==> config.mk <==
export PLATFORM = sky130hd
export DESIGN_NAME = pflc_top
export DESIGN_NICKNAME = d
export VERILOG_FILES = /design/src/rtl/pflc_pkg.sv /design/src/rtl/pflc_array.sv /design/src/rtl/pflc_query.sv /design/src/rtl/pflc_seq.sv /design/src/rtl/pflc_top.sv
export SDC_FILE = /design/constraint.sdc
export NUM_CORES = 1
export LEC_CHECK = 0
export ABC_AREA = 1
export BUFFER_PORTS_ARGS = -buffer_cell sky130_fd_sc_hd__buf_2
export CAP_MARGIN = 25
export CORE_ASPECT_RATIO = 1.25
export CORE_MARGIN = 3
export CORE_UTILIZATION = 55
export CTS_BUF_LIST = sky130_fd_sc_hd__clkbuf_4 sky130_fd_sc_hd__clkbuf_8
export CTS_CLUSTER_DIAMETER = 80
export CTS_CLUSTER_SIZE = 20
export DETAILED_ROUTE_END_ITERATION = 8
export MAX_ROUTING_LAYER = met4
export PLACE_DENSITY = 0.85
export SLEW_MARGIN = 25
export SYNTH_ARGS = -nofsm -noshare
export SYNTH_HDL_FRONTEND = slang
export SYNTH_SLANG_ARGS = --single-unit
==> constraint.sdc <==
create_clock -name clk -period 2.4 [get_ports clk]
set_input_delay 0.24 -clock clk [delete_from_list [all_inputs] [get_ports clk]]
set_output_delay 0.24 -clock clk [all_outputs]
set_load 0.01 [all_outputs]
==> src/rtl/pflc_pkg.sv <==
package pflc_pkg;

   typedef enum logic [1:0] {
      WC_IDLE        = 2'd0,
      WC_ARG         = 2'd1,
      WC_BUF_DATA    = 2'd2,
      WC_BUF_CONFIRM = 2'd3
   } wcycle_e;

   typedef enum logic [1:0] {
      SRC_ARRAY  = 2'd0,
      SRC_STATUS = 2'd1,
      SRC_QUERY  = 2'd2
   } rsrc_e;

   localparam logic [7:0] OP_NULL     = 8'h00;
   localparam logic [7:0] OP_LOCK_ALT = 8'h01;
   localparam logic [7:0] OP_PROG_A   = 8'h10;
   localparam logic [7:0] OP_ERASE    = 8'h20;
   localparam logic [7:0] OP_PROG_B   = 8'h40;
   localparam logic [7:0] OP_CLR_STAT = 8'h50;
   localparam logic [7:0] OP_LOCK     = 8'h60;
   localparam logic [7:0] OP_STAT     = 8'h70;
   localparam logic [7:0] OP_QUERY    = 8'h98;
   localparam logic [7:0] OP_CONFIRM  = 8'hD0;
   localparam logic [7:0] OP_BUF      = 8'hE8;
   localparam logic [7:0] OP_READ_ARR = 8'hFF;

   localparam logic [7:0] STAT_READY  = 8'h80;
   localparam int         QRY_LEN     = 'h3D;

   // Device-description byte for one table index; geometry bytes are derived.
   function automatic logic [7:0] qry_byte(input logic [7:0] idx,
                                           input int lg_total,
                                           input int nsec,
                                           input int sbytes);
      logic [7:0] v;
      v = 8'h00;
      case (idx)
         8'h10: v = 8'h51;
         8'h11: v = 8'h52;
         8'h12: v = 8'h59;
         8'h13: v = 8'h01;
         8'h15: v = 8'h31;
         8'h1B: v = 8'h45;
         8'h1C: v = 8'h55;
         8'h1F, 8'h20: v = 8'h07;
         8'h21: v = 8'h0A;
         8'h23, 8'h24, 8'h25: v = 8'h04;
         8'h27: v = 8'(lg_total);
         8'h28: v = 8'h02;
         8'h2A: v = 8'h0B;
         8'h2C: v = 8'h01;
         8'h2D: v = 8'((nsec - 1) & 255);
         8'h2E: v = 8'((nsec - 1) >> 8);
         8'h2F: v = 8'(sbytes >> 8);
         8'h30: v = 8'(sbytes >> 16);
         8'h31: v = 8'h50;
         8'h32: v = 8'h52;
         8'h33: v = 8'h49;
         8'h34, 8'h35: v = 8'h31;
         default: v = 8'h00;
      endcase
      return v;
   endfunction

endpackage

==> src/rtl/pflc_array.sv <==
module pflc_array #(
   parameter int DATA_W       = 16,
   parameter int SECTOR_BYTES = 16,
   parameter int NUM_SECTORS  = 4
) (
   input  logic                                            clk,
   input  logic                                            rst,
   input  logic                                            wr,
   input  logic [$clog2((SECTOR_BYTES*NUM_SECTORS)/(DATA_W/8))-1:0] wr_word,
   input  logic [DATA_W-1:0]                               wr_data,
   input  logic                                            er,
   input  logic [$clog2(NUM_SECTORS)-1:0]                  er_sector,
   input  logic [$clog2((SECTOR_BYTES*NUM_SECTORS)/(DATA_W/8))-1:0] rd_word,
   output logic [DATA_W-1:0]                               rd_data
);
   localparam int WORD_BYTES = DATA_W / 8;
   localparam int TOTAL      = SECTOR_BYTES * NUM_SECTORS;
   localparam int NWORDS     = TOTAL / WORD_BYTES;
   localparam int WIDX_W     = $clog2(NWORDS);
   localparam int SEC_W      = $clog2(NUM_SECTORS);
   localparam int BIDX_W     = $clog2(TOTAL);

   logic [TOTAL*8-1:0] mem_flat;

   // One cell per byte: program by word/lane match, erase by sector match.
   for (genvar b = 0; b < TOTAL; b++) begin : g_cell
      localparam int WORD_OF = b / WORD_BYTES;
      localparam int LANE_OF = b % WORD_BYTES;
      localparam int SEC_OF  = b / SECTOR_BYTES;
      logic [7:0] cell_q;
      always_ff @(posedge clk) begin
         if (rst) begin
            cell_q <= 8'hFF;
         end else if (er && (er_sector == SEC_W'(SEC_OF))) begin
            cell_q <= 8'hFF;
         end else if (wr && (wr_word == WIDX_W'(WORD_OF))) begin
            cell_q <= wr_data[8*LANE_OF +: 8];
         end
      end
      assign mem_flat[8*b +: 8] = cell_q;
   end

   // Little-endian packing: lowest byte address in lane 0.
   for (genvar l = 0; l < WORD_BYTES; l++) begin : g_lane
      logic [BIDX_W-1:0] bidx;
      assign bidx = BIDX_W'(rd_word) * BIDX_W'(WORD_BYTES) + BIDX_W'(l);
      assign rd_data[8*l +: 8] = mem_flat[8*bidx +: 8];
   end

endmodule

==> src/rtl/pflc_query.sv <==
module pflc_query #(
   parameter int DATA_W       = 16,
   parameter int SECTOR_BYTES = 16,
   parameter int NUM_SECTORS  = 4
) (
   input  logic [7:0] addr_lo,
   output logic [7:0] qbyte
);
   import pflc_pkg::*;

   localparam int WORD_BYTES = DATA_W / 8;
   localparam int LG_TOTAL   = $clog2(SECTOR_BYTES * NUM_SECTORS);

   logic [7:0] idx;

   // Index scaling depends on bus width.
   if (WORD_BYTES == 1) begin : g_x8
      assign idx = addr_lo;
   end else if (WORD_BYTES == 2) begin : g_x16
      assign idx = {1'b0, addr_lo[7:1]};
   end else begin : g_x32
      assign idx = {2'b00, addr_lo[7:2]};
   end

   always_comb begin
      if (int'(idx) >= QRY_LEN) qbyte = 8'h00;
      else qbyte = qry_byte(idx, LG_TOTAL, NUM_SECTORS, SECTOR_BYTES);
   end

endmodule

==> src/rtl/pflc_seq.sv <==
module pflc_seq #(
   parameter int DATA_W = 16,
   parameter int CNT_W  = 8
) (
   input  logic                    clk,
   input  logic                    rst,
   input  logic                    wr_en,
   input  logic [DATA_W-1:0]       wdata,
   output logic [7:0]              cmd_q,
   output pflc_pkg::wcycle_e       wc_q,
   output logic [7:0]              status_q,
   output logic                    err_q,
   output logic                    prog_we,
   output logic                    erase_en
);
   import pflc_pkg::*;

   logic [7:0]       op;
   logic [7:0]       cmd_d;
   wcycle_e          wc_d;
   logic [7:0]       stat_d;
   logic [CNT_W-1:0] cnt_q, cnt_d;
   logic             err_d;

   assign op = wdata[7:0];

   always_comb begin
      cmd_d    = cmd_q;
      wc_d     = wc_q;
      stat_d   = status_q;
      cnt_d    = cnt_q;
      err_d    = 1'b0;
      prog_we  = 1'b0;
      erase_en = 1'b0;
      if (wr_en) begin
         case (wc_q)
            WC_IDLE: begin
               case (op)
                  OP_NULL, OP_READ_ARR: cmd_d = OP_NULL;
                  OP_PROG_A, OP_PROG_B, OP_ERASE, OP_LOCK, OP_QUERY: begin
                     cmd_d = op;
                     wc_d  = WC_ARG;
                  end
                  OP_BUF: begin
                     cmd_d  = op;
                     wc_d   = WC_ARG;
                     stat_d = status_q | STAT_READY;
                  end
                  OP_CLR_STAT: begin
                     stat_d = 8'h00;
                     cmd_d  = OP_NULL;
                  end
                  OP_STAT: cmd_d = OP_STAT;
                  default: begin
                     err_d = 1'b1;
                     cmd_d = OP_NULL;
                  end
               endcase
            end
            WC_ARG: begin
               case (cmd_q)
                  OP_PROG_A, OP_PROG_B: begin
                     prog_we = 1'b1;
                     stat_d  = status_q | STAT_READY;
                     wc_d    = WC_IDLE;
                  end
                  OP_ERASE: begin
                     wc_d = WC_IDLE;
                     if (op == OP_CONFIRM) begin
                        erase_en = 1'b1;
                        stat_d   = status_q | STAT_READY;
                     end else begin
                        cmd_d = OP_NULL;
                        err_d = (op != OP_READ_ARR);
                     end
                  end
                  OP_BUF: begin
                     cnt_d = wdata[CNT_W-1:0];
                     wc_d  = WC_BUF_DATA;
                  end
                  OP_LOCK: begin
                     wc_d = WC_IDLE;
                     if (op == OP_CONFIRM || op == OP_LOCK_ALT) begin
                        stat_d = status_q | STAT_READY;
                     end else begin
                        cmd_d = OP_NULL;
                        err_d = (op != OP_READ_ARR);
                     end
                  end
                  OP_QUERY: begin
                     if (op == OP_READ_ARR) begin
                        cmd_d = OP_NULL;
                        wc_d  = WC_IDLE;
                     end
                  end
                  default: begin
                     err_d = 1'b1;
                     cmd_d = OP_NULL;
                     wc_d  = WC_IDLE;
                  end
               endcase
            end
            WC_BUF_DATA: begin
               prog_we = 1'b1;
               stat_d  = status_q | STAT_READY;
               if (cnt_q == '0) wc_d = WC_BUF_CONFIRM;
               cnt_d = cnt_q - 1'b1;
            end
            default: begin
               wc_d = WC_IDLE;
               if (op == OP_CONFIRM) begin
                  stat_d = status_q | STAT_READY;
               end else begin
                  err_d = 1'b1;
                  cmd_d = OP_NULL;
               end
            end
         endcase
      end
   end

   always_ff @(posedge clk) begin
      if (rst) begin
         cmd_q    <= OP_NULL;
         wc_q     <= WC_IDLE;
         status_q <= 8'h00;
         cnt_q    <= '0;
         err_q    <= 1'b0;
      end else begin
         cmd_q    <= cmd_d;
         wc_q     <= wc_d;
         status_q <= stat_d;
         cnt_q    <= cnt_d;
         err_q    <= err_d;
      end
   end

endmodule

==> src/rtl/pflc_top.sv <==
module pflc_top #(
   parameter int DATA_W       = 16,
   parameter int ADDR_W       = 8,
   parameter int SECTOR_BYTES = 16,
   parameter int NUM_SECTORS  = 4,
   parameter int CNT_W        = 8
) (
   input  logic              clk,
   input  logic              rst,
   input  logic              wr_en,
   input  logic              rd_en,
   input  logic [ADDR_W-1:0] addr,
   input  logic [DATA_W-1:0] wdata,
   output logic [DATA_W-1:0] rdata,
   output logic              err
);
   import pflc_pkg::*;

   localparam int WORD_BYTES = DATA_W / 8;
   localparam int TOTAL      = SECTOR_BYTES * NUM_SECTORS;
   localparam int WOFF       = $clog2(WORD_BYTES);
   localparam int WIDX_W     = $clog2(TOTAL / WORD_BYTES);
   localparam int SOFF       = $clog2(SECTOR_BYTES);
   localparam int SEC_W      = $clog2(NUM_SECTORS);

   if (!(DATA_W == 8 || DATA_W == 16 || DATA_W == 32))
      $error("pflc_top: DATA_W must be 8, 16 or 32");
   if ((SECTOR_BYTES & (SECTOR_BYTES - 1)) != 0 || SECTOR_BYTES < WORD_BYTES)
      $error("pflc_top: SECTOR_BYTES must be a power of two of at least one word");
   if ((NUM_SECTORS & (NUM_SECTORS - 1)) != 0 || NUM_SECTORS < 2)
      $error("pflc_top: NUM_SECTORS must be a power of two of at least 2");
   if (ADDR_W < 8 || ADDR_W < $clog2(TOTAL))
      $error("pflc_top: ADDR_W must cover the array and the query byte");
   if (CNT_W > DATA_W)
      $error("pflc_top: CNT_W must not exceed DATA_W");

   logic [7:0]        cmd_w;
   wcycle_e           wc_w;
   logic [7:0]        stat_w;
   logic              prog_we, erase_en;
   logic [DATA_W-1:0] arr_rd;
   logic [7:0]        qbyte;
   rsrc_e             src;
   logic [DATA_W-1:0] rd_next;
   logic [DATA_W-1:0] rdata_q;

   pflc_seq #(.DATA_W(DATA_W), .CNT_W(CNT_W)) u_seq (
      .clk      (clk),
      .rst      (rst),
      .wr_en    (wr_en),
      .wdata    (wdata),
      .cmd_q    (cmd_w),
      .wc_q     (wc_w),
      .status_q (stat_w),
      .err_q    (err),
      .prog_we  (prog_we),
      .erase_en (erase_en)
   );

   pflc_array #(.DATA_W(DATA_W), .SECTOR_BYTES(SECTOR_BYTES),
                .NUM_SECTORS(NUM_SECTORS)) u_array (
      .clk       (clk),
      .rst       (rst),
      .wr        (prog_we),
      .wr_word   (addr[WOFF +: WIDX_W]),
      .wr_data   (wdata),
      .er        (erase_en),
      .er_sector (addr[SOFF +: SEC_W]),
      .rd_word   (addr[WOFF +: WIDX_W]),
      .rd_data   (arr_rd)
   );

   pflc_query #(.DATA_W(DATA_W), .SECTOR_BYTES(SECTOR_BYTES),
                .NUM_SECTORS(NUM_SECTORS)) u_query (
      .addr_lo (addr[7:0]),
      .qbyte   (qbyte)
   );

   always_comb begin
      case (cmd_w)
         OP_NULL:  src = SRC_ARRAY;
         OP_QUERY: src = SRC_QUERY;
         default:  src = SRC_STATUS;
      endcase
   end

   always_comb begin
      case (src)
         SRC_ARRAY: rd_next = arr_rd;
         SRC_QUERY: rd_next = DATA_W'(qbyte);
         default:   rd_next = DATA_W'(stat_w);
      endcase
   end

   always_ff @(posedge clk) begin
      if (rst) rdata_q <= '0;
      else if (rd_en) rdata_q <= rd_next;
   end

   assign rdata = rdata_q;

endmodule

* Word-level counts from Yosys, hierarchy flattened *
Memories as Yosys holds them, arrays and structs flattened.
Cells that the tools add are included.

storage, ports and cells
  memory bits (writable) = 0
  output and inout bits = 17
  ROM bits = 448
  latch bits = 0
  memories kept = 1
  flip-flop bits (word level) = 555

cells by class
  shifts and indexed selects = 2
  add/subtract/negate cells = 2
  bitwise logic cells = 2
  magnitude comparators = 1
  equality and inequality tests = 69
  multipliers = 0
  multiplexer cells = 35
  reductions and logical operators = 61
  div/mod/pow operators = 0

memory list
  memory           depth  bits a word  rd ports  clocked after memory_dff  write ports  RTL line        source
  (no name shown)  64     7            1         0                         0            pflc_pkg.sv:39  case (idx)

operator list
  cell                count
  $shiftx 512x10->8   2
  $eq 5x5->1 const B  16
  $pmux 8 s3          3
  $mux 8              8
  $eq 8x7->1 const B  6
  $eq 8x8->1 const B  6
  $pmux 8 s2          3
  $eq 5x4->1 const B  8
  $logic_and 1x1->1   36
  $pmux 16 s2         1
  $pmux 8 s4          1
  $logic_not 8->1     3
  $eq 5x3->1 const B  4
  $eq 8x5->1 const B  2
  $eq 8x6->1 const B  2
  $ne 2x2->1 const B  8
  $reduce_or 2->1     6
  $eq 5x2->1 const B  2
  $mux 1              10
  $reduce_or 10->1    1
  $eq 2x2->1 const B  4
  $eq 8x1->1 const B  1
  $logic_not 2->1     4
  $ne 8x8->1 const B  1
  other kinds (25)    34

* Longest topological paths before layout *
Gate-level depths: netlist of the first run.

  word-level depth = 7
  mapped depth = 15
  gate-level depth less buffers = 13

* Modules after synthesis *
A second synthesis of the first run with hierarchy kept.

second synthesis, totals
  cells, all modules = 3639
  area, all modules = 26102.5 um2

modules (own cells, without submodules)
  module      area each (um2)  instances  cells an instance
  pflc_array  22823.1          1          3076
  pflc_seq    1800.5           1          309
  pflc_top    922.1            1          146
  pflc_query  556.8            1          108

* Worst setup path after synthesis of the first run *
No wires, ideal clock.

  path type = input -> register
  start point = input port addr[1]
  end point = register u_array.g_cell[37].cell_q[6]
  stages = 14
  data arrival time = 2370 ps
  library setup time = 135 ps
  path buffers = 5
  setup slack = -105 ps
  cell sequence = buf_2 > inv_1 > buf_2 > buf_2 > clkbuf_1 > ha_1 > nand2_1 > nor2_1 > inv_1 > nor2_2 > clkinv_1 > buf_2 > nand2_1 > o211ai_1

on the way
  word-level cells in the longest chain between the ends = 2

RTL lines
  what                  RTL line          source
  from (decl)           pflc_top.sv:12    input logic [ADDR_W-1:0] addr,
  $eq 5x5->1            pflc_array.sv:36  end else if (wr && (wr_word == WIDX_W'(WORD_OF))) begin
  $logic_and 1x1->1     pflc_array.sv:36
  to (signal assigned)  pflc_array.sv:37  cell_q <= wr_data[8*LANE_OF +: 8];
  to (decl)             pflc_array.sv:30  logic [7:0] cell_q;

Every way passes these cells.
A chain may end at the register's enable or synchronous reset.

* Worst setup path in the final report of the first run *
  start point = register u_seq.cmd_q[6]
  end point = register u_array.g_cell[60].cell_q[7]

on the way
  word-level cells in the longest chain between the ends = 6
  elaborated cells on any way between the ends = 13
  those cells by class = eq/ne (3); mux (6); reduce/logical (4)

RTL lines
  what                                                         RTL line                          source
  from (decl)                                                  pflc_seq.sv:9                     output logic [7:0] cmd_q,
  from (signal assigned)                                       pflc_seq.sv:130                   cmd_q <= cmd_d;
  $eq 8x5->1, or another cell as far along                     pflc_seq.sv:61                    case (cmd_q)
  $reduce_or 2->1 / $mux 1 (equally long branches)             --
  $mux 1, on equally long branches                             pflc_seq.sv:61, pflc_seq.sv:36
  $pmux 1 s2 / $mux 1 (equally long branches)                  pflc_seq.sv:36, pflc_seq.sv:35
  $mux 1 / $logic_and 1x1->1 (equally long branches)           pflc_seq.sv:35, pflc_array.sv:34
  $logic_and 1x1->1 / $reduce_or 2->1 (equally long branches)  --
  to (signal assigned)                                         pflc_array.sv:37
  to (decl)                                                    pflc_array.sv:30

Parallel ways exist; a longest one is shown, timed or not.

==> impl_metrics.tcl, run 1 <==
set metrics [dict create \
    dpl.hpwl_um 48700 \
    ir_worst_vdd_v 0.000378 \
    synth_seq_cells 548 \
    maxCapViolations 0 \
    fillers 4028 \
    r2r_end "u_array.g_cell[60].cell_q[7]" \
    cts.htree.levels 1 \
    ant_nets 0 \
    netlist_area_um2 25300 \
    fin_util_pct 59.4 \
    r2r.worst_path.cells 14 \
    fmax_mhz 448 \
    worst_path_most_repeated_cell "nand2_1" \
    ys_seq_area_share_pct 43.4 \
    min_to "rdata[10]" \
    clock_latency_ns 0.69 \
    grt_usage_pct 31.1 \
    path_clk_slew_ns 0.14 \
    grt_overflow 0 \
    worstPathArrival_ns 2.78 \
    start_kind "flop" \
    timing.slew.headroom_pct 43.1 \
    hold_viol_final 0 \
    vias 23500 \
    multiInputGateArea_um2 12000 \
    core.rowCount 87 \
    die_w_um 198 \
    cts_tree "yes" \
    dp_slack_ns -0.0434 \
    grt_pass1_vias 21900 \
    worstPathRequired_ns 2.95 \
    p_leak_nw 13.6 \
    min_path_type "in -> reg" \
    synth_edf_count 0 \
    syn_area_per_cell_um2 7.50 \
    area.sequential_um2 11000 \
    path_class "reg -> reg" \
    grt_max_degree 103 \
    ys.flop_type "dfxtp_1" \
    vias_per_cell 6.03 \
    start_util_pct 55.8 \
    worst_slew_pin_slew_ns 0.852 \
    syn2layout_area_growth_pct 6.41 \
    nets 3351 \
    wire_per_inst_um 19.4 \
    dr.pass1.iters 8 \
    cpLargestDelayFamily "simple AND/OR/NAND/NOR gates" \
    min_from "rst" \
    numPortBuffers 43 \
    drt_iter0_markers 2390 \
    slowest_delay_ns 0.38 \
    powerDensity_nw_per_um2 552 \
    fin_crit_sh_pct 93.0 \
    clock-sinks 548 \
    core_um2 45300 \
    period_minus_slack_ns 2.23 \
    crit_chain "inv_1 > nor2_2 > nand2_1 > nand2_1 > nand3_1 > nand2_1 > nand3_4 > inv_8 > nand2_2 > nor2_1 > inv_1 > buf_12 > nand2_1 > o211ai_1" \
    final_max_slew_viol_count 0 \
    cts-root-buf "clkbuf_8" \
    finalWirelength_um 75600 \
    yosysWarningCount 0 \
    cpMaxStageDelayCell "dfxtp_1" \
    crit_fanout 30 \
    fin_ws_ns 0.168 \
    clockBufferDepth 3 \
    place_congestion 1.01 \
    reg2reg_from "u_seq.cmd_q[6]" \
    syn_inst 3366 \
    synth_nets 3408 \
    regToRegSetupSlack_ns 0.17 \
    synthDistinctLibCells 45 \
    drc 0 \
    fin_skew_ns 0.0353 \
    die_h_um 246 \
    crit_buf_inv 4 \
    holdWs_ns 0.0331 \
    ys_async_sr_fraction_pct 0 \
    layout_commonest_cell "nand2_1" \
    rsz0062_at_grt "true" \
    antenna_found_initial 2 \
    holdPathStages 3 \
    die_area_um2 48600 \
    mostFrequentLayoutCells "nand2_1 (837), dfxtp_1 (548), o21ai_0 (355), o211ai_1 (322), inv_1 (225)" \
    drive_above_1_share_pct 10.7 \
    cp-end-kind "flop" \
    numCtsBuffers 31 \
    io_pins 45 \
    outcome "finished, final reports clean" \
    setup_violations 0 \
    grt_first_pass_wirelength_um 118000 \
]
worst max-delay path by stage:
| stage | start | end | slack (ns) | cells after the start |
|---|---|---|---|---|
| after floorplan | addr[1] | u_array.g_cell[37].cell_q[6] | 0.03 | 14 |
| after global placement | addr[2] | u_array.g_cell[11].cell_q[6] | 0.05 | 9 |
| after detailed placement | addr[2] | u_array.g_cell[10].cell_q[3] | -0.04 | 9 |
| after CTS | u_seq.cmd_q[0] | u_array.g_cell[1].cell_q[4] | 0.01 | 13 |
| after global routing | u_seq.cmd_q[6] | u_array.g_cell[33].cell_q[2] | -0.06 | 14 |
| final | u_seq.cmd_q[6] | u_array.g_cell[60].cell_q[7] | 0.17 | 14 |
routing by layer:
metal,global-route usage [%],up-vias,share of wire (%)
met4,21.2,0,7.8
met2,48.8,1111,45
met5,-,-,0
li1,-,11200,-
met1,37.4,10800,38
met3,3.80,290,8.2
stage by stage:
stage               setup TNS [ns]  instance area (µm²)  power [W]  instances
floorplan                        0                25300     0.0103       3366
global placement                 0                26200     0.0110       3834
detailed placement         -0.0652                26200     0.0110       3834
CTS                              0                26700     0.0148       3880
global route                 -1.34                26900     0.0153       3889
finish                           0                26900     0.0148       3889
flip-flops by register name, summed over array words and instances (netlist names):
signal,cells
u_seq.cmd_q,8
u_seq.cnt_q,8
u_seq.wc_q,2
rdata,16
u_array.g_cell.cell_q,512
u_seq.err_q,1
u_seq.status_q,1
synth_stat cells, types with 16 or more instances:
library cell  instances  share of area (%)
o211ai_2             82                4.1
clkbuf_1            157                2.3
buf_1                22               0.33
inv_2                18               0.27
nand2_1             837                 12
nor3_1               16               0.32
nand3_1              90                1.8
a22oi_1              33               0.98
dfxtp_1             548                 43
buf_2                64                1.3
buf_6                34                1.5
o22ai_1              25               0.62
o211ai_1            322                9.6
o21ai_0             355                7.0
inv_1               227                3.4
nor2_1              229                3.4
a21oi_1             212                4.2
timing repair:
item | CTS | global route
gates cloned | 0 | 1
resized for setup | 1 | 23
setup endpoints to repair | 5 | 173
buffers inserted | 0 | 5
hold buffers | 13 | 0
endpoints found under the hold margin | 39 | 0
cell type report:
| class | count | share of cell area (%) |
|---|---|---|
| Sequential cell | 548 | 40.8 |
| Multi-Input combinational cell | 2276 | 44.5 |
| Tap cell | 578 | 2.69 |
| Clock buffer | 31 | 1.59 |
| Antenna cell | 2 | 0.0186 |
| Timing Repair inverter | 1 | 0.0279 |
| Timing Repair Buffer | 190 | 6.52 |
| Inverter | 261 | 3.75 |
| Clock inverter | 2 | 0.0652 |
report_power, final:
part	total, W	leakage [nW]	internal, W	switching, W
Combinational	0.00171	8.91	0.000482	0.00122
Sequential	0.00913	4.44	0.00912	0.0000126
Clock	0.00400	0.231	0.00118	0.00283
logic make-up after synthesis:
family | Yosys count | share of synthesized area, %
AND/OR/NAND/NOR | 1212 | 19.3
AO/OA/AOI/OAI | 1049 | 27.1
flip-flops | 548 | 43.4
buffers and inverters | 542 | 9.44
adder cells (fa/ha/maj) | 14 | 0.693
XOR/XNOR | 1 | 0.0347
worst register-to-register path, delay by kind of cell (launching register included):
family / cells / cell delay, ns
buffers and inverters: 4 / 0.54
and+or+nand+nor: 9 / 1.11
AOI/OAI and AO/OA: 1 / 0.09
DFF: 1 / 0.38
No activity file was read; power rests on OpenSTA's default activity.
==> run 2: changes to the inputs <==
--- a/config.mk
+++ b/config.mk
@@ -15,8 +15,7 @@
 export CTS_CLUSTER_DIAMETER = 80
 export CTS_CLUSTER_SIZE = 20
 export DETAILED_ROUTE_END_ITERATION = 8
-export MAX_ROUTING_LAYER = met4
-export PLACE_DENSITY = 0.85
+export PLACE_DENSITY = 0.82
 export SLEW_MARGIN = 25
 export SYNTH_ARGS = -nofsm -noshare
 export SYNTH_HDL_FRONTEND = slang
==> constraint.sdc (replaced) <==
create_clock -name clk -period 2.5 [get_ports clk]
set_input_delay 0.25 -clock clk [delete_from_list [all_inputs] [get_ports clk]]
set_output_delay 0.25 -clock clk [all_outputs]
set_load 0.01 [all_outputs]
==> run 2 against run 1 <==
  * Clock skew down 0.017 ns
  * Largest cell class unchanged
  * Sequential power down 4.1%
  * Die area unchanged
  * Clock power down 2%
  * Critical path type unchanged
  * Wire length up 0.79%
  * Power down 3.3%
  * Cell area down 0.60%
  * First-iteration DRC count up 8.6%
  * Register-to-register slack worse by 0.04 ns
  * Sequential share of layout area up 0.25 points
==> impl_metrics.tcl, run 2 (synthesized netlist as in run 1, its figures left out) <==
set metrics [dict create \
    outcome "finished, final reports clean" \
    nets 3342 \
    syn2layout_area_growth_pct 5.77 \
    p_leak_nw 13.5 \
    clock-sinks 548 \
    grt_max_degree 102 \
    io_pins 45 \
    holdWs_ns 0.0406 \
    min_path_type "in -> reg" \
    vias_per_cell 6.01 \
    cts_tree "yes" \
    start_util_pct 55.8 \
    largest_register "u_array.g_cell.cell_q" \
    vias 23300 \
    dpl.hpwl_um 48500 \
    crit_fanout 14 \
    grt_overflow 0 \
    finalWirelength_um 76200 \
    fin_crit_sh_pct 95.1 \
    maxCapViolations 0 \
    holdPathStages 5 \
    clock_latency_ns 0.68 \
    worstPathRequired_ns 3.04 \
    clockBufferDepth 3 \
    fin_skew_ns 0.0184 \
    reg2reg_from "u_seq.cmd_q[0]" \
    numPortBuffers 43 \
    start_kind "flop" \
    die_area_um2 48600 \
    core.rowCount 87 \
    layout_commonest_cell "nand2_1" \
    r2r.worst_path.cells 13 \
    crit_chain "nor2_1 > nand3_2 > inv_1 > nand3_1 > nand2_1 > nand3_4 > inv_8 > nand2_2 > nor2_4 > clkinvlp_4 > buf_4 > nand2_1 > o211ai_1" \
    regToRegSetupSlack_ns 0.12 \
    timing.slew.headroom_pct 55.4 \
    wire_per_inst_um 19.6 \
    placed_cell_area_um2 26000 \
    mostFrequentLayoutCells "nand2_1 (837), dfxtp_1 (548), o21ai_0 (355), o211ai_1 (322), inv_1 (224)" \
    powerDensity_nw_per_um2 537 \
    slowest_delay_ns 0.33 \
    total_power_w 0.0143 \
    antenna_found_initial 1 \
    worst_path_most_repeated_cell "nand2_1" \
    drt_iter0_markers 2595 \
    cts.htree.levels 1 \
    fmax_mhz 421 \
    cp-end-kind "flop" \
    cpMaxStageDelayCell "dfxtp_1" \
    setup_violations 0 \
    min_to "rdata[5]" \
    drc 0 \
    die_h_um 246 \
    grt_pass1_vias 21300 \
    design_area_um2 26700 \
    period_minus_slack_ns 2.38 \
    cts-root-buf "clkbuf_8" \
    grt_first_pass_wirelength_um 118000 \
    dp_cells 3827 \
    path_class "reg -> reg" \
    grt_usage_pct 30.4 \
    die_w_um 198 \
    final_cell_count_no_fill 3880 \
    path_clk_slew_ns 0.13 \
    worst_slew_pin_slew_ns 0.668 \
    place_congestion 0.999 \
    worstPathArrival_ns 2.92 \
    r2r_end "u_array.g_cell[47].cell_q[5]" \
    area.sequential_um2 11000 \
    dr.pass1.iters 6 \
    min_from "addr[7]" \
    largest_reg_flops 512 \
    numCtsBuffers 31 \
    multiInputGateArea_um2 12000 \
    ir_worst_vdd_v 0.000332 \
    fillers 4073 \
    hold_viol_final 0 \
    ant_nets 0 \
    final_max_slew_viol_count 0 \
    core_um2 45300 \
    drive_above_1_share_pct 10.5 \
]
[run 2: cell count changes in the layout (fill, tap and decap cells not counted), moves of 3 or more]
cell           delta
buf_4             +3
clkinvlp_4        +3
buf_12            -7
nor2_1            +3
inv_2             +3
buf_6             -3
dlygate4sd3_1     -3
[run 2: final cells by class]
cell class / count / share of cell area [%]
tap: 578 / 2.71
timing repair inverter: 3 / 0.0843
sequential: 548 / 41.1
inverter: 261 / 3.77
timing repair buffer: 179 / 5.82
clock inverter: 2 / 0.145
multi-input combinational: 2276 / 44.8
clock buffer: 32 / 1.65
antenna: 1 / 0.00937
[run 2: worst max path at each step]
stage,endpoint,startpoint
after floorplan,u_array.g_cell[37].cell_q[6],addr[1]
final,u_array.g_cell[47].cell_q[5],u_seq.cmd_q[0]
after global placement,u_array.g_cell[61].cell_q[5],u_seq.cmd_q[0]
after detailed placement,u_array.g_cell[61].cell_q[6],u_seq.cmd_q[0]
after global routing,u_array.g_cell[46].cell_q[0],u_seq.cmd_q[0]
after CTS,u_array.g_cell[61].cell_q[6],u_seq.cmd_q[0]
[run 2: metal layers]
metal / track usage [%] / wire, µm
met3: 4.19 / 6480
met1: 38.0 / 29400
met5: 0 / 0
met4: 20.0 / 5580
met2: 49.1 / 34700
[run 2: critical path, delay by kind of cell (launching register included)]
| kind | cells | cell delay [ns] |
|---|---|---|
| DFF | 1 | 0.33 |
| buffers and inverters | 4 | 0.60 |
| AOI/OAI and AO/OA | 1 | 0.09 |
| and+or+nand+nor | 8 | 1.19 |
[run 2: stage by stage]
step / TNS, ns / setup WS (ns) / util, %
global route: -0.193 / -0.0324 / 59.0
CTS: 0 / 0.118 / 58.8
global placement: 0 / 0.174 / 57.5
detailed placement: 0 / 0.144 / 57.5
finish: 0 / 0.123 / 59.0
floorplan: 0 / 0.117 / -
[run 2: power by group]
| part | total, W | internal, W | switching [W] |
|---|---|---|---|
| Sequential | 0.00876 | 0.00875 | 0.0000119 |
| Clock | 0.00394 | 0.00126 | 0.00268 |
| Combinational | 0.00164 | 0.000452 | 0.00119 |
[run 2: timing repair]
item / CTS / global route
endpoints found under the hold margin: 24 / 0
buffers inserted: 0 / 5
gates resized for setup: 0 / 17
setup endpoints to repair: 0 / 116
hold buffers: 10 / 0
